[src/rtl/tkr_pkg.sv]
package tkr_pkg;

    typedef enum logic [1:0] {
        TKR_IDLE = 2'd0,
        TKR_SEND = 2'd1,
        TKR_END  = 2'd2
    } tkr_state_e;

endpackage

[src/rtl/tkr_sync.sv]
module tkr_sync #(
    parameter int STAGES = 2
) (
    input  logic clk,
    input  logic rst_n,
    input  logic async_i,
    output logic level_o
);

    logic [STAGES-1:0] chain_d, chain_q;

    always_comb begin
        chain_d = {chain_q[STAGES-2:0], async_i};
    end

    always_ff @(posedge clk or negedge rst_n) begin
        if (!rst_n) chain_q <= '0;
        else        chain_q <= chain_d;
    end

    assign level_o = chain_q[STAGES-1];

endmodule

[src/rtl/tkr_frame_fsm.sv]
module tkr_frame_fsm
    import tkr_pkg::*;
#(
    parameter int WORD_W = 16,
    parameter int ADDR_W = 8
) (
    input  logic              clk,
    input  logic              rst_n,
    input  logic              start_lvl,
    input  logic [WORD_W-1:0] word_count,
    input  logic [WORD_W-1:0] mem_data,
    output logic [ADDR_W-1:0] mem_addr,
    output logic              tx_active,
    output logic              tx_bit,
    output logic              done_pulse
);

    localparam int BIT_W = $clog2(WORD_W);
    localparam logic [BIT_W-1:0] LAST_BIT = BIT_W'(WORD_W - 1);

    typedef struct packed {
        tkr_state_e        state;
        logic [WORD_W-1:0] shreg;
        logic [BIT_W-1:0]  bitcnt;
        logic [WORD_W-1:0] left;
        logic [ADDR_W-1:0] addr;
        logic              lvl_prev;
    } fsm_t;

    fsm_t cur_q, nxt_d;
    logic start_edge;

    always_comb begin
        nxt_d          = cur_q;
        start_edge     = start_lvl & ~cur_q.lvl_prev;
        nxt_d.lvl_prev = start_lvl;
        case (cur_q.state)
            TKR_IDLE: begin
                if (start_edge) begin
                    nxt_d.state  = TKR_SEND;
                    nxt_d.shreg  = word_count;
                    nxt_d.left   = word_count;
                    nxt_d.bitcnt = LAST_BIT;
                    nxt_d.addr   = '0;
                end
            end
            TKR_SEND: begin
                if (cur_q.bitcnt != '0) begin
                    nxt_d.shreg  = {cur_q.shreg[WORD_W-2:0], 1'b0};
                    nxt_d.bitcnt = cur_q.bitcnt - 1'b1;
                end else if (cur_q.left == '0) begin
                    nxt_d.state = TKR_END;
                end else begin
                    nxt_d.shreg  = mem_data;
                    nxt_d.left   = cur_q.left - 1'b1;
                    nxt_d.addr   = cur_q.addr + 1'b1;
                    nxt_d.bitcnt = LAST_BIT;
                end
            end
            TKR_END:  nxt_d.state = TKR_IDLE;
            default:  nxt_d.state = TKR_IDLE;
        endcase
    end

    always_ff @(posedge clk or negedge rst_n) begin
        if (!rst_n) begin
            cur_q.state    <= TKR_IDLE;
            cur_q.shreg    <= '0;
            cur_q.bitcnt   <= '0;
            cur_q.left     <= '0;
            cur_q.addr     <= '0;
            cur_q.lvl_prev <= 1'b0;
        end else begin
            cur_q <= nxt_d;
        end
    end

    assign mem_addr   = cur_q.addr;
    assign tx_active  = (cur_q.state == TKR_SEND);
    assign tx_bit     = cur_q.shreg[WORD_W-1];
    assign done_pulse = (cur_q.state == TKR_END);

    AST_BIT_STEP: assert property (@(posedge clk) disable iff (!rst_n)
        (cur_q.state == TKR_SEND && cur_q.bitcnt != '0) |=>
        (cur_q.state == TKR_SEND && cur_q.bitcnt == $past(cur_q.bitcnt) - 1'b1));

    AST_END_ONE_CYCLE: assert property (@(posedge clk) disable iff (!rst_n)
        (cur_q.state == TKR_END) |=> (cur_q.state == TKR_IDLE));

    AST_END_ALL_SENT: assert property (@(posedge clk) disable iff (!rst_n)
        (cur_q.state == TKR_END) |-> (cur_q.left == '0));

    AST_LOAD_ONLY_IDLE: assert property (@(posedge clk) disable iff (!rst_n)
        (cur_q.state == TKR_SEND && $past(cur_q.state) != TKR_SEND) |->
        ($past(cur_q.state) == TKR_IDLE));

endmodule

[src/rtl/tkr_token_readout.sv]
module tkr_token_readout #(
    parameter int WORD_W      = 16,
    parameter int ADDR_W      = 8,
    parameter int SYNC_STAGES = 2
) (
    input  logic              clk,
    input  logic              rst_n,
    input  logic              path_sel,
    input  logic              start_a,
    input  logic              start_b,
    input  logic [WORD_W-1:0] word_count,
    output logic [ADDR_W-1:0] mem_addr,
    input  logic [WORD_W-1:0] mem_data,
    output logic              end_a,
    output logic              end_b,
    output logic              dout_n,
    output logic              trans_on_n
);

    localparam int N_PATHS = 2;

    logic [N_PATHS-1:0] start_raw;
    logic [N_PATHS-1:0] start_sync;
    logic               tx_active, tx_bit, done_pulse;

    assign start_raw = {start_b, start_a};

    for (genvar p = 0; p < N_PATHS; p++) begin : g_sync
        tkr_sync #(.STAGES(SYNC_STAGES)) u_sync (
            .clk     (clk),
            .rst_n   (rst_n),
            .async_i (start_raw[p]),
            .level_o (start_sync[p])
        );
    end

    tkr_frame_fsm #(.WORD_W(WORD_W), .ADDR_W(ADDR_W)) u_fsm (
        .clk        (clk),
        .rst_n      (rst_n),
        .start_lvl  (start_sync[path_sel]),
        .word_count (word_count),
        .mem_data   (mem_data),
        .mem_addr   (mem_addr),
        .tx_active  (tx_active),
        .tx_bit     (tx_bit),
        .done_pulse (done_pulse)
    );

    assign end_a      = done_pulse & ~path_sel;
    assign end_b      = done_pulse &  path_sel;
    assign dout_n     = ~(tx_active & tx_bit);
    assign trans_on_n = ~tx_active;

    AST_END_EXCLUSIVE: assert property (@(posedge clk) disable iff (!rst_n)
        !(end_a && end_b));

    AST_RELEASED_IDLE: assert property (@(posedge clk) disable iff (!rst_n)
        trans_on_n |-> dout_n);

    AST_END_AFTER_LAST: assert property (@(posedge clk) disable iff (!rst_n)
        (end_a || end_b) |-> ($past(!trans_on_n) && trans_on_n));

endmodule

[config.mk]
export PLATFORM = sky130hd
export DESIGN_NAME = tkr_token_readout
export DESIGN_NICKNAME = d
export VERILOG_FILES = /design/src/rtl/tkr_pkg.sv /design/src/rtl/tkr_sync.sv /design/src/rtl/tkr_frame_fsm.sv /design/src/rtl/tkr_token_readout.sv
export SDC_FILE = /design/constraint.sdc
export NUM_CORES = 1
export LEC_CHECK = 0
export ABC_CLOCK_PERIOD_IN_PS = 4900
export CAP_MARGIN = 20
export CORE_AREA = 5 5 55 106
export CTS_CLUSTER_SIZE = 10
export DETAILED_ROUTE_END_ITERATION = 12
export DIE_AREA = 0 0 60 111
export DONT_BUFFER_PORTS = 1
export MAX_ROUTING_LAYER = met4
export PLACE_DENSITY = 0.78
export REMOVE_ABC_BUFFERS = 1
export SLEW_MARGIN = 10
export SYNTH_ARGS = -nofsm -noshare
export SYNTH_HDL_FRONTEND = slang
export SYNTH_SLANG_ARGS = --single-unit
[constraint.sdc]
create_clock -name clk -period 4.9 [get_ports clk]
set_input_delay 0.245 -clock clk [delete_from_list [all_inputs] [get_ports clk]]
set_output_delay 0.245 -clock clk [all_outputs]
set_load 0.02 [all_outputs]
==> results list <==
- After synthesis, the mean cell area works out to 9.54 um^2.
* Worst slew margin relative to its limit: 0.472
- Of the total synthesized cell area, the portion taken by XOR and XNOR cells is 0.
- Counting instances, the worst hold path has a depth of 2.
- Critical path startpoint category: flop
- After detailed routing, the total wire length is 7.46 mm.
- Max-slew violation count: 0
* Sum of negative setup slack: 0 ns
* Area of the die: 0.00666 mm^2
- Fillers: 398
- # diodes: 0
- Share of flip-flops with an asynchronous set or reset: 1.00
- First-pass GRT wire length: 12.4 mm
* Crit path launch: u_fsm.cur_q[9]
* Hold Crit Endpoint: u_fsm.cur_q[9]
* Fraction of the yosys area taken by sequential cells: 0.412
* Sum of internal, switching and leakage power: 1.32 mW
- In the global route stage, overall resource usage came out at 0.249.
* Register-to-Register Setup Slack: 2.32 ns
* Average wire length per cell after detail routing: 20.3 um
* Clock buffer depth: 2
- Input and output buffers added on the ports amount to 0.
- Reg2reg path depth: 6
- In this run, distinct cell masters in the synthesized netlist total 55.
* Area fraction in compound gates after synthesis: 0.177
- The endpoint identified for the worst register-to-register timing path is u_fsm.cur_q[20].
* Min-delay src: word_count[0]
- Share of synthesized area spent on multiplexers: 0.112
* Share of post-route cells with drive strength above 1: 0.141
* Largest family of logic cells by synthesized area: simple AND/OR/NAND/NOR gates
- For this configuration, the core starts out at a cell density of 0.637.
- Counting I/O delays and the setup requirement, the final critical path takes 2.58 ns.
- The tool flagged a number of max-cap violations equal to 0.
- Cell area after synthesis: 0.00310 mm^2
- Final Skew: 0.0169 ns
- The H-tree was split into 2 levels.
* Layout Area Growth over Synthesis: 3.23%
- Synthesized-area fraction occupied by adder cells: 0.0121
- The number of antenna violations at the first check in global routing was 0.
* Maximum number of pins on one net before global-route repair: 52
* Worst R2R Start: u_fsm.cur_q[9]
- Setup repair after global routing left no endpoint under its margin.
- Prevailing post-synth register cell: sky130_fd_sc_hd__dfrtp_1
- VDD sags by at most 460 uV.
* Hold Vio Cnt, Final: 0
- The tightest min-delay check is of the in -> reg type.
- Hold_ws: 0.112 ns
- The run finished with clean final reports.
- The congestion estimate from routability-driven global placement came to 0.818.
* I/O pin count: 49
- DR DRC count: 0
- Measured along the y axis, the die boundary spans 111 um.
* TritonCTS sink count: 51
* DP Wirelength: 5.25 mm
* Worst Setup Path Type: reg -> reg
- Data on the critical path is required at its endpoint by 5.06 ns.
* Drt initial violations: 202
- Top achievable clock speed: 388 MHz
- Dividing total power by cell area gives a power density of 413 mW/mm^2.
- Final Net Count: 351
- Summing all flip-flop and latch instances after layout gives 0.00128 mm^2.
* Number of core rows: 36
- Summed over all cells, the static leakage comes to 1.42 nW.
- During synthesis, Yosys emitted a total of 0 warnings.
- The routed layout has 2509 vias.
* Clock buffer count from CTS: 5
- CTS placed an instance of sky130_fd_sc_hd__clkbuf_8 at the clock tree root.
- In this run the horizontal extent of the chip is 60 um.
- Clock latency on the worst-skew pair, taken at its later pin, is 0.33 ns.
* Residual antenna-violating net count after detailed routing: 0
- In this run, synthesis produced a sequential element count of 51.
- Overflow left after global routing: 0
- Number of synthesized flops with an enable pin: 0
* Type of destination of the critical path: flop
- Counting every instance in the synthesized netlist gives 325.
* Footprint of the multi-input gates: 0.00162 mm^2
* CTS tree: built
* CTS clk-pin slew, worst paths: 0.11 ns
* Largest fanout on the critical path: 12
- Setup violations remaining at the end of the flow were counted as 0.
* Number of search-and-repair iterations in the first detailed-routing pass: 4
- Vias in the first global route: 2576
* Fin crit share: 0.526
- Vias per cell: 6.82
- Data arrival, critical path: 2.74 ns
* Pin slew with the least headroom to its limit: 0.789 ns
* CORE AREA: 0.00486 mm^2
- In this run the post-CTS setup repair buffer count came out at 0.
- Share of synthesized cell area in and, or, nand and nor gates: 0.217
==> metrics by stage <==
step / setup WS [ns] / instance area, um^2 / util / instances
detailed placement: 2.39 / 3040 / 0.624 / 357
floorplan: 1.06 / 2920 / - / 296
finish: 2.32 / 3200 / 0.658 / 368
global placement: 2.44 / 3040 / 0.624 / 357
CTS: 2.38 / 3200 / 0.658 / 368
global route: 2.10 / 3200 / 0.658 / 368
==> layout by cell type (no fill, tap or decap), types with 3 or more instances in the layout <==
master | netlist | routed
sky130_fd_sc_hd__a31oi_1 | 11 | 11
sky130_fd_sc_hd__dfrtp_1 | 51 | 51
sky130_fd_sc_hd__mux2_4 | 17 | 17
sky130_fd_sc_hd__nor3_1 | 8 | 8
sky130_fd_sc_hd__and2_1 | 4 | 4
sky130_fd_sc_hd__a22oi_1 | 5 | 5
sky130_fd_sc_hd__and3_1 | 3 | 3
sky130_fd_sc_hd__dlygate4sd3_1 | 0 | 3
sky130_fd_sc_hd__o211ai_1 | 7 | 7
sky130_fd_sc_hd__mux2i_1 | 8 | 8
sky130_fd_sc_hd__nor2_1 | 24 | 24
sky130_fd_sc_hd__nand4_1 | 6 | 6
sky130_fd_sc_hd__nor4_1 | 4 | 4
sky130_fd_sc_hd__nand3_1 | 16 | 16
sky130_fd_sc_hd__nand2_1 | 48 | 48
sky130_fd_sc_hd__o221ai_1 | 12 | 12
sky130_fd_sc_hd__ha_1 | 3 | 3
sky130_fd_sc_hd__or4_1 | 3 | 3
sky130_fd_sc_hd__inv_1 | 10 | 10
sky130_fd_sc_hd__a32oi_1 | 3 | 3
sky130_fd_sc_hd__o31ai_1 | 3 | 3
sky130_fd_sc_hd__a21oi_1 | 8 | 8
sky130_fd_sc_hd__clkbuf_8 | 0 | 5
sky130_fd_sc_hd__o21ai_0 | 7 | 7
sky130_fd_sc_hd__buf_4 | 8 | 4
==> what timing repair did <==
action                                 in CTS  in global routing
hold buffers                                4                  0
endpoints found under the hold margin      53                  0
resized for setup                           0                  0
==> logic make-up after synthesis <==
| kind of cell | Yosys count |
|---|---|
| compound gates | 73 |
| fa+ha+maj | 3 |
| buf+inv | 39 |
| flops | 51 |
| mux | 26 |
| simple gates | 133 |
==> cell usage after synthesis, drive strengths merged, types with 4 or more instances <==
cell type  count  area share
o211ai         7       0.017
inv           10       0.012
o221ai        12       0.034
mux2          18       0.086
nor3           9       0.016
nor4           5       0.012
nor2          25       0.031
mux2i          8       0.026
nand3         16       0.026
buf           18       0.045
clkbuf        11       0.013
a21oi          9       0.016
a31oi         11       0.022
dfrtp         51        0.41
o21ai          8       0.017
nand2         49       0.060
nand4          6       0.012
a22oi          5       0.012
and2           4      0.0081
==> critical path: stages (launching register included) <==
cell and delay (ns):
sky130_fd_sc_hd__dfrtp_1 0.40, sky130_fd_sc_hd__inv_1 0.10, sky130_fd_sc_hd__ha_1 0.20, sky130_fd_sc_hd__nor4b_4 0.42
sky130_fd_sc_hd__nand4_1 0.43, sky130_fd_sc_hd__a21oi_2 0.66, sky130_fd_sc_hd__o221ai_1 0.20
==> where the power goes <==
| part | total (mW) | internal, mW | switching, mW |
|---|---|---|---|
| logic | 0.394 | 0.207 | 0.187 |
| registers | 0.629 | 0.522 | 0.107 |
| clock network | 0.297 | 0.149 | 0.148 |
| total | 1.32 | 0.879 | 0.441 |
==> worst max path at each step <==
stage,slack (ns),cells past startpoint,end
after floorplan,1.06,5,u_fsm.cur_q[11]
after global placement,2.44,4,u_fsm.cur_q[20]
after detailed placement,2.39,4,u_fsm.cur_q[13]
after CTS,2.38,6,u_fsm.cur_q[16]
after global routing,2.10,4,u_fsm.cur_q[16]
final,2.32,6,u_fsm.cur_q[20]
==> state kept, by name (all words and copies together) (netlist names) <==
register               flops
u_fsm.mem_addr             8
u_fsm.cur_q               38
u_fsm.tx_bit               1
g_sync.u_sync.chain_q      4
==> routing by layer <==
metal | vias up | global-route usage | wire (um)
li1 | 1165 | - | -
met1 | 1212 | 0.297 | 2840
met2 | 106 | 0.389 | 3830
met3 | 26 | 0.0618 | 523
met4 | 0 | 0.104 | 257
met5 | - | - | 0
==> final cells by class <==
class	count	area share
inverter	10	0.0117
sequential	51	0.399
multi-input combinational	235	0.506
clock buffer	5	0.0215
tap	57	0.0223
clock inverter	2	0.0117
timing repair buffer	8	0.0274
No activity file was read; power rests on OpenSTA's default activity.
